**config.mk**
```make
export PLATFORM = sky130hd
export DESIGN_NAME = vec_fetch
export DESIGN_NICKNAME = d
export VERILOG_FILES = /design/src/rtl/ivf_pkg.sv /design/src/rtl/ivf_seq.sv /design/src/rtl/ivf_addr_gen.sv /design/src/rtl/ivf_linear.sv /design/src/rtl/vec_fetch.sv
export SDC_FILE = /design/constraint.sdc
export NUM_CORES = 1
export LEC_CHECK = 0
export CAP_MARGIN = 20
export CORE_MARGIN = 4
export CORE_UTILIZATION = 40
export DETAILED_ROUTE_END_ITERATION = 16
export PLACE_DENSITY = 0.86
export SLEW_MARGIN = 25
export SYNTH_ARGS = -nofsm -noshare
export SYNTH_HDL_FRONTEND = slang
export SYNTH_HIERARCHICAL = 1
export SYNTH_SLANG_ARGS = --single-unit
```
**constraint.sdc**
```tcl
create_clock -name clk_i -period 2.3 [get_ports clk_i]
set_input_delay 0.46 -clock clk_i [delete_from_list [all_inputs] [get_ports clk_i]]
set_output_delay 0.46 -clock clk_i [all_outputs]
set_load 0.02 [all_outputs]
```
**src/rtl/ivf_pkg.sv**
```systemverilog
package ivf_pkg;
  typedef enum logic [1:0] {
    ST_IDLE   = 2'd0,
    ST_RD_OFF = 2'd1,
    ST_RD_SEG = 2'd2,
    ST_DONE   = 2'd3
  } ivf_state_e;
endpackage

```
**src/rtl/ivf_seq.sv**
```systemverilog
module ivf_seq
  import ivf_pkg::*;
(
  input  logic clk_i,
  input  logic rst_ni,
  input  logic start_i,
  input  logic mem_valid_i,
  output logic req_o,
  output logic seg_phase_o,
  output logic busy_o,
  output logic done_o,
  output logic load_o,
  output logic take_off_o,
  output logic take_seg_o
);
  ivf_state_e st_q, st_d;
  logic ack;

  assign ack = req_o && mem_valid_i;

  always_comb begin
    st_d = st_q;
    unique case (st_q)
      ST_IDLE:   if (start_i) st_d = ST_RD_OFF;
      ST_RD_OFF: if (ack)     st_d = ST_RD_SEG;
      ST_RD_SEG: if (ack)     st_d = ST_DONE;
      ST_DONE:                st_d = ST_IDLE;
      default:                st_d = ST_IDLE;
    endcase
  end

  always_ff @(posedge clk_i or negedge rst_ni) begin
    if (!rst_ni) st_q <= ST_IDLE;
    else         st_q <= st_d;
  end

  assign req_o       = (st_q == ST_RD_OFF) || (st_q == ST_RD_SEG);
  assign seg_phase_o = (st_q == ST_RD_SEG);
  assign busy_o      = (st_q != ST_IDLE);
  assign done_o      = (st_q == ST_DONE);
  assign load_o      = (st_q == ST_IDLE) && start_i;
  assign take_off_o  = (st_q == ST_RD_OFF) && ack;
  assign take_seg_o  = (st_q == ST_RD_SEG) && ack;

  p_done_pulse_r5: assert property (@(posedge clk_i) disable iff (!rst_ni)
    done_o |=> !done_o);

  p_start_accept_r6: assert property (@(posedge clk_i) disable iff (!rst_ni)
    (!busy_o && start_i) |=> (busy_o && req_o && !seg_phase_o));

  // a start during a fetch must not restart the offset read
  p_start_ignored_r7: assert property (@(posedge clk_i) disable iff (!rst_ni)
    (seg_phase_o && start_i && !mem_valid_i) |=> seg_phase_o);

  p_order_r1: assert property (@(posedge clk_i) disable iff (!rst_ni)
    (req_o && !seg_phase_o && mem_valid_i) |=> (req_o && seg_phase_o));
endmodule

```
**src/rtl/ivf_addr_gen.sv**
```systemverilog
module ivf_addr_gen #(
  parameter int VEC_W       = 8,
  parameter int ADDR_W      = 20,
  parameter int ENTRY_BYTES = 4,
  parameter int WORD_BYTES  = 2
) (
  input  logic              clk_i,
  input  logic              rst_ni,
  input  logic              load_i,
  input  logic [VEC_W-1:0]  vector_i,
  input  logic              seg_phase_i,
  output logic [ADDR_W-1:0] addr_o
);
  logic [VEC_W-1:0]  vec_q;
  logic [ADDR_W-1:0] base;

  always_ff @(posedge clk_i or negedge rst_ni) begin
    if (!rst_ni)     vec_q <= '0;
    else if (load_i) vec_q <= vector_i;
  end

  assign base   = ADDR_W'(vec_q) * ADDR_W'(ENTRY_BYTES);
  assign addr_o = base + (seg_phase_i ? ADDR_W'(WORD_BYTES) : '0);
endmodule

```
**src/rtl/ivf_linear.sv**
```systemverilog
module ivf_linear #(
  parameter int WORD_W    = 16,
  parameter int ADDR_W    = 20,
  parameter int SEG_SHIFT = 4
) (
  input  logic [WORD_W-1:0] segment_i,
  input  logic [WORD_W-1:0] offset_i,
  output logic [ADDR_W-1:0] linear_o
);
  logic [ADDR_W-1:0] seg_ext, off_ext;

  // the carry out of the top bit falls off the ADDR_W-wide sum
  assign seg_ext  = ADDR_W'(segment_i) << SEG_SHIFT;
  assign off_ext  = ADDR_W'(offset_i);
  assign linear_o = seg_ext + off_ext;
endmodule

```
**src/rtl/vec_fetch.sv**
```systemverilog
module vec_fetch #(
  parameter int VEC_W       = 8,
  parameter int WORD_W      = 16,
  parameter int ADDR_W      = 20,
  parameter int ENTRY_BYTES = 4,
  parameter int SEG_SHIFT   = 4
) (
  input  logic              clk_i,
  input  logic              rst_ni,
  input  logic              start_i,
  input  logic [VEC_W-1:0]  vector_i,
  output logic              mem_req_o,
  output logic [ADDR_W-1:0] mem_addr_o,
  input  logic              mem_valid_i,
  input  logic [WORD_W-1:0] mem_rdata_i,
  output logic              busy_o,
  output logic              done_o,
  output logic [WORD_W-1:0] offset_o,
  output logic [WORD_W-1:0] segment_o,
  output logic [ADDR_W-1:0] handler_addr_o
);
  localparam int WORD_BYTES  = WORD_W / 8;
  localparam int TABLE_BYTES = (1 << VEC_W) * ENTRY_BYTES;

  logic seg_phase, load, take_off, take_seg;
  logic [WORD_W-1:0] off_q, seg_q;

  ivf_seq u_seq (
    .clk_i       (clk_i),
    .rst_ni      (rst_ni),
    .start_i     (start_i),
    .mem_valid_i (mem_valid_i),
    .req_o       (mem_req_o),
    .seg_phase_o (seg_phase),
    .busy_o      (busy_o),
    .done_o      (done_o),
    .load_o      (load),
    .take_off_o  (take_off),
    .take_seg_o  (take_seg)
  );

  ivf_addr_gen #(
    .VEC_W       (VEC_W),
    .ADDR_W      (ADDR_W),
    .ENTRY_BYTES (ENTRY_BYTES),
    .WORD_BYTES  (WORD_BYTES)
  ) u_addr (
    .clk_i       (clk_i),
    .rst_ni      (rst_ni),
    .load_i      (load),
    .vector_i    (vector_i),
    .seg_phase_i (seg_phase),
    .addr_o      (mem_addr_o)
  );

  always_ff @(posedge clk_i or negedge rst_ni) begin
    if (!rst_ni) begin
      off_q <= '0;
      seg_q <= '0;
    end else begin
      if (take_off) off_q <= mem_rdata_i;
      if (take_seg) seg_q <= mem_rdata_i;
    end
  end

  ivf_linear #(
    .WORD_W    (WORD_W),
    .ADDR_W    (ADDR_W),
    .SEG_SHIFT (SEG_SHIFT)
  ) u_lin (
    .segment_i (seg_q),
    .offset_i  (off_q),
    .linear_o  (handler_addr_o)
  );

  assign offset_o  = off_q;
  assign segment_o = seg_q;

  p_addr_hold_r2: assert property (@(posedge clk_i) disable iff (!rst_ni)
    (mem_req_o && !mem_valid_i) |=> (mem_req_o && $stable(mem_addr_o)));

  p_in_table_r1: assert property (@(posedge clk_i) disable iff (!rst_ni)
    mem_req_o |-> (32'(mem_addr_o) < TABLE_BYTES));

  p_hold_out_r5: assert property (@(posedge clk_i) disable iff (!rst_ni)
    !(mem_req_o && mem_valid_i) |=> ($stable(offset_o) && $stable(segment_o)
                                     && $stable(handler_addr_o)));

  p_req_busy_r6: assert property (@(posedge clk_i) disable iff (!rst_ni)
    mem_req_o |-> busy_o);

  p_done_busy_r6: assert property (@(posedge clk_i) disable iff (!rst_ni)
    done_o |-> (busy_o && !mem_req_o));
endmodule

```
* Yosys cells after proc, flatten, opt, wreduce, memory -nomap -nowiden *
Cells that the tools add are included.
W data, S select, Z words.

operators by class
  add/subtract/negate cells = 2
  equality and inequality tests = 6
  muxes and demuxes = 5
  reductions and logical operators = 8

operators by type and width
  cell                  count
  $add A10 B20 Y20      1
  $add A20 B16 Y20      1
  $mux W2               4
  $pmux W2 S4           1
  $eq A2 B2 Y1 const B  2
  $logic_and A1 B1 Y1   4
  $ne A2 B2 Y1 const B  2
  $reduce_and A3 Y1     1
  $eq A2 B1 Y1 const B  1
  $logic_not A2 Y1      1
  $ne A2 B1 Y1 const B  1
  $reduce_bool A2 Y1    1
  $logic_or A1 B1 Y1    1

word-level totals
  flip-flop bits (word level) = 42
  input port bits = 28
  output and inout port bits = 75
  logic and storage cells = 25

* Logic depth before layout (Yosys ltp) *
  depth after elaboration = 5
  gate-level depth with buffers = 6
  gate-level depth less buffers = 6

* Hierarchy *
Netlist, hierarchy kept.

modules (own cells, without submodules)
  module        times used  cells an instance  area an instance (um^2)
  vec_fetch     1           68                 1298.7
  ivf_linear    1           108                820.8
  ivf_addr_gen  1           30                 425.4
  ivf_seq       1           20                 197.7

* Worst setup path before layout *
No wires, ideal clock.

  path type = flip-flop to output port
  start point = register seg_q[0] (netlist: segment_o[0])
  end point = output port handler_addr_o[16]
  arrival = 2.259 ns
  required time = 1.840 ns
  path slack = -0.419 ns
  stages on the path, launching flop included = 7
  path buffers = 0
  path through = dfrtp_1 -> ha_1 -> fa_1 -> a21o_1 -> a221oi_4 -> nor3_1 -> nor3_1

on the way
  word-level cells in the longest chain between the ends = 1

ends and longest elaborated chain
  what                      line              source
  start: declaration        vec_fetch.sv:26   logic [WORD_W-1:0] off_q, seg_q;
  start signal: assignment  vec_fetch.sv:62   if (take_seg) seg_q <= mem_rdata_i;
  $add A20 B16 Y20          ivf_linear.sv:15  assign linear_o = seg_ext + off_ext;
  end: declaration          vec_fetch.sv:20   output logic [ADDR_W-1:0] handler_addr_o

Every way passes these cells.

* Worst setup path after layout *
  start point = register off_q[5] (netlist: offset_o[5])
  end point = output port handler_addr_o[16]

on the way
  word-level cells in the longest chain between the ends = 1

ends and longest elaborated chain
  what                      line              source
  start: declaration        vec_fetch.sv:26
  start signal: assignment  vec_fetch.sv:61   if (take_off) off_q <= mem_rdata_i;
  $add A20 B16 Y20          ivf_linear.sv:15

Every way passes these cells.

==> key figures <==
Final layout
  – Commonest non-fill, non-tap cell in the layout: clkdlybuf4s50_1
  – Most frequent cells in the layout: clkdlybuf4s50_1, buf_4, dfrtp_1
  – Share of layout cells above drive strength 1: 44.9%
  – Layout area overhead: 63.3%
  – Nets: 426
  – Antenna cells: 0
  – Number of fillers in the final layout: 479

Yosys
  – Post-synth EDFFs: 0
  – Fraction of registers with async set/reset: 100%
  – Number of synthesized register bits: between 40 and 50
  – Mapped Area: 2740 sq um
  – Post-Syn Instances: 226
  – Ys Warns: 6
  – Ys flop type: dfrtp_1
  – Avg Cell Area, Syn: 12.1 sq um
  – Sequential area share after synthesis: between 30% and 40%
  – Cell variety after synth: 45

Setup path
  – R2r startpoint: u_seq/st_q[0]
  – Crit path required time: ~1.8 ns
  – Critical Path End Type: output port
  – Critical Path Start: offset_o[5]
  – WP data arrival: about 2.4 ns
  – CP Max Fanout: 8
  – FF-to-FF End: segment_o[15]
  – WS Path Type: reg2out
  – R2R depth: 5
  – Critical path launch point type: register
  – R2r setup slk: just over 0.5 ns

GRT
  – Global-route usage over all layers: between 10% and 20%
  – First-pass GRT wire length: 12500 microns
  – Largest net degree at the start of global routing: 17
  – Initial antenna violation count: 0
  – Global route total overflow: 0
  – Number of global-route vias before repair: roughly 2.6k

Timing
  – Final Hold Fails: 0
  – Worst rel slew slack: between 60% and 70%
  – Worst hold margin: 0.0279 ns
  – Period utilization: 124%
  – Unrepaired setup endpoints after global routing: true
  – Post-route setup slack: -0.547 ns
  – Layout Skew: between 0.002 and 0.003 ns
  – Setup violations, final: 13
  – Min cycle time layout: between 2 and 3 ns
  – Slew @ Worst Pin: approximately 0.53 ns
  – Fmax: about 350 MHz
  – Slew Viols, Final: 0

Clock tree
  – Worst-path clk slew: 0.08 ns
  – CTS Buffer Depth: 2
  – Clk sinks: 42
  – Clk_lat worst skew: between 0.2 and 0.3 ns
  – Hold Buf Count CTS: 0
  – H-tree Lvls: 2
  – CTS tree: yes
  – Clock root buffer master: clkbuf_8
  – Num CTS Buffers: 5

Flow run
  – Max Cap Violations: 0

Detailed routing
  – Drt wl/cell: about 18 microns
  – Post-DRT Antenna Nets: 0
  – Remaining DRCs: 0
  – Initial DRC Count: 56
  – Vias per cell: 5.02
  – Total Wirelength: about 8000 microns
  – DR vias: around 2.3k
  – Pre-antenna DRT Iters: 4

Floorplanning
  – Core area: approximately 6500 sq um
  – Die Wd: 90.8 microns
  – Initial core utilization: 42.2%
  – Die H: between 90 and 100 microns
  – Rows: 29
  – Die ar.: between 8000 and 9000 sq um
  – IO Count: 103

Placement
  – IO Port Bufs: just over 90
  – Final Wtd Congestion: ~0.87
  – Detailed placement HPWL: ~5800 microns

Outcome
  – Failing checks: negative setup slack
  – Status: finished with violations

Worst hold path
  – Worst min-delay path category: in2async
[worst max-delay path, stage by stage, from the launching register on]
cell and delay [ns]:
dfrtp_1 0.44, buf_4 0.17, fa_2 0.38, a21o_1 0.23, a221oi_4 0.31, buf_12 0.16
o2111a_1 0.22, nor3_4 0.05, buf_6 0.13
[through the flow]
step | setup slack, ns | setup TNS [ns] | utilization, % | area (sq um) | std cells
after floorplan | -0.106 | -0.343 | - | 2880 | 236
after global placement | -0.569 | -5.33 | 63.8 | 4140 | 438
after detailed placement | -0.607 | -5.92 | 63.8 | 4140 | 438
after CTS | -0.492 | -3.79 | 67.5 | 4380 | 452
after global routing | -0.605 | -5.57 | 69.0 | 4480 | 458
final | -0.547 | -4.68 | 69.0 | 4480 | 458
[cell usage after synthesis (3+ instances only)]
cell type	count	area, sq um
mux2_2	13	146
ha_1	17	213
dfrtp_1	42	1050
buf_6	4	45.0
xnor2_1	6	52.6
nor2_1	8	30.0
nand2b_1	3	18.8
inv_1	10	37.5
nand2_1	7	26.3
a21o_1	5	37.5
a21oi_1	10	50.1
xor2_1	3	26.3
nand4_1	3	18.8
mux2_4	28	420
buf_4	16	120
nand3_1	7	35.0
or3_1	3	18.8
o211ai_1	3	22.5
[per-layer routing]
layer / part of all wire [%] / track usage, % / vias up
met4: 1.7 / 5.15 / 0
met2: 50 / 32.8 / 92
met3: 7.0 / 6.00 / 12
li1: - / - / 1088
met5: 0 / 0 / -
met1: 41 / 21.7 / 1108
[sequential cells by signal, summed over array words and instances (netlist names)]
signal	cells
offset_o	16
segment_o	16
u_seq/st_q	2
u_addr/vec_q	8
[area by class of cell]
class | count | area [sq um] | area share, %
repair buffers | 161 | 1460 | 32.6
clock inverters | 1 | 30.0 | 0.670
well taps | 77 | 96.3 | 2.15
clock buffers | 7 | 86.3 | 1.93
flip-flops and latches | 42 | 1060 | 23.6
inverters | 10 | 37.5 | 0.838
multi-input cells | 160 | 1710 | 38.2
[worst max-delay path by stage]
stage,end
2_1_floorplan,handler_addr_o[14]
3_3_place_gp,handler_addr_o[16]
3_5_place_dp,handler_addr_o[16]
4_1_cts,handler_addr_o[16]
5_1_grt,handler_addr_o[16]
6_report,handler_addr_o[16]
[what timing repair did]
item	CTS	global route
endpoints found under the setup margin	15	13
pin swaps	17	19
gates resized for setup	92	13
gates cloned	0	0
buffers inserted	6	6
[kinds of logic (layout without fill, tap and decap cells)]
kind of cell / count (synthesis) / count (layout) / share of synthesized area, %
AND/OR/NAND/NOR: 43 / 43 / 8.35
multiplexers: 42 / 42 / 21.0
flip-flops: 42 / 42 / 38.3
AO/OA/AOI/OAI: 37 / 37 / 11.6
buffers and inverters: 34 / 179 / 9.22
adder cells (fa/ha/maj): 18 / 18 / 8.49
XOR/XNOR: 9 / 9 / 2.87
other: 1 / 11 / 0.137
Power is left out: the tool's default activity adds up to more than one toggle a clock period on the data nets, which glitch-free logic cannot reach.
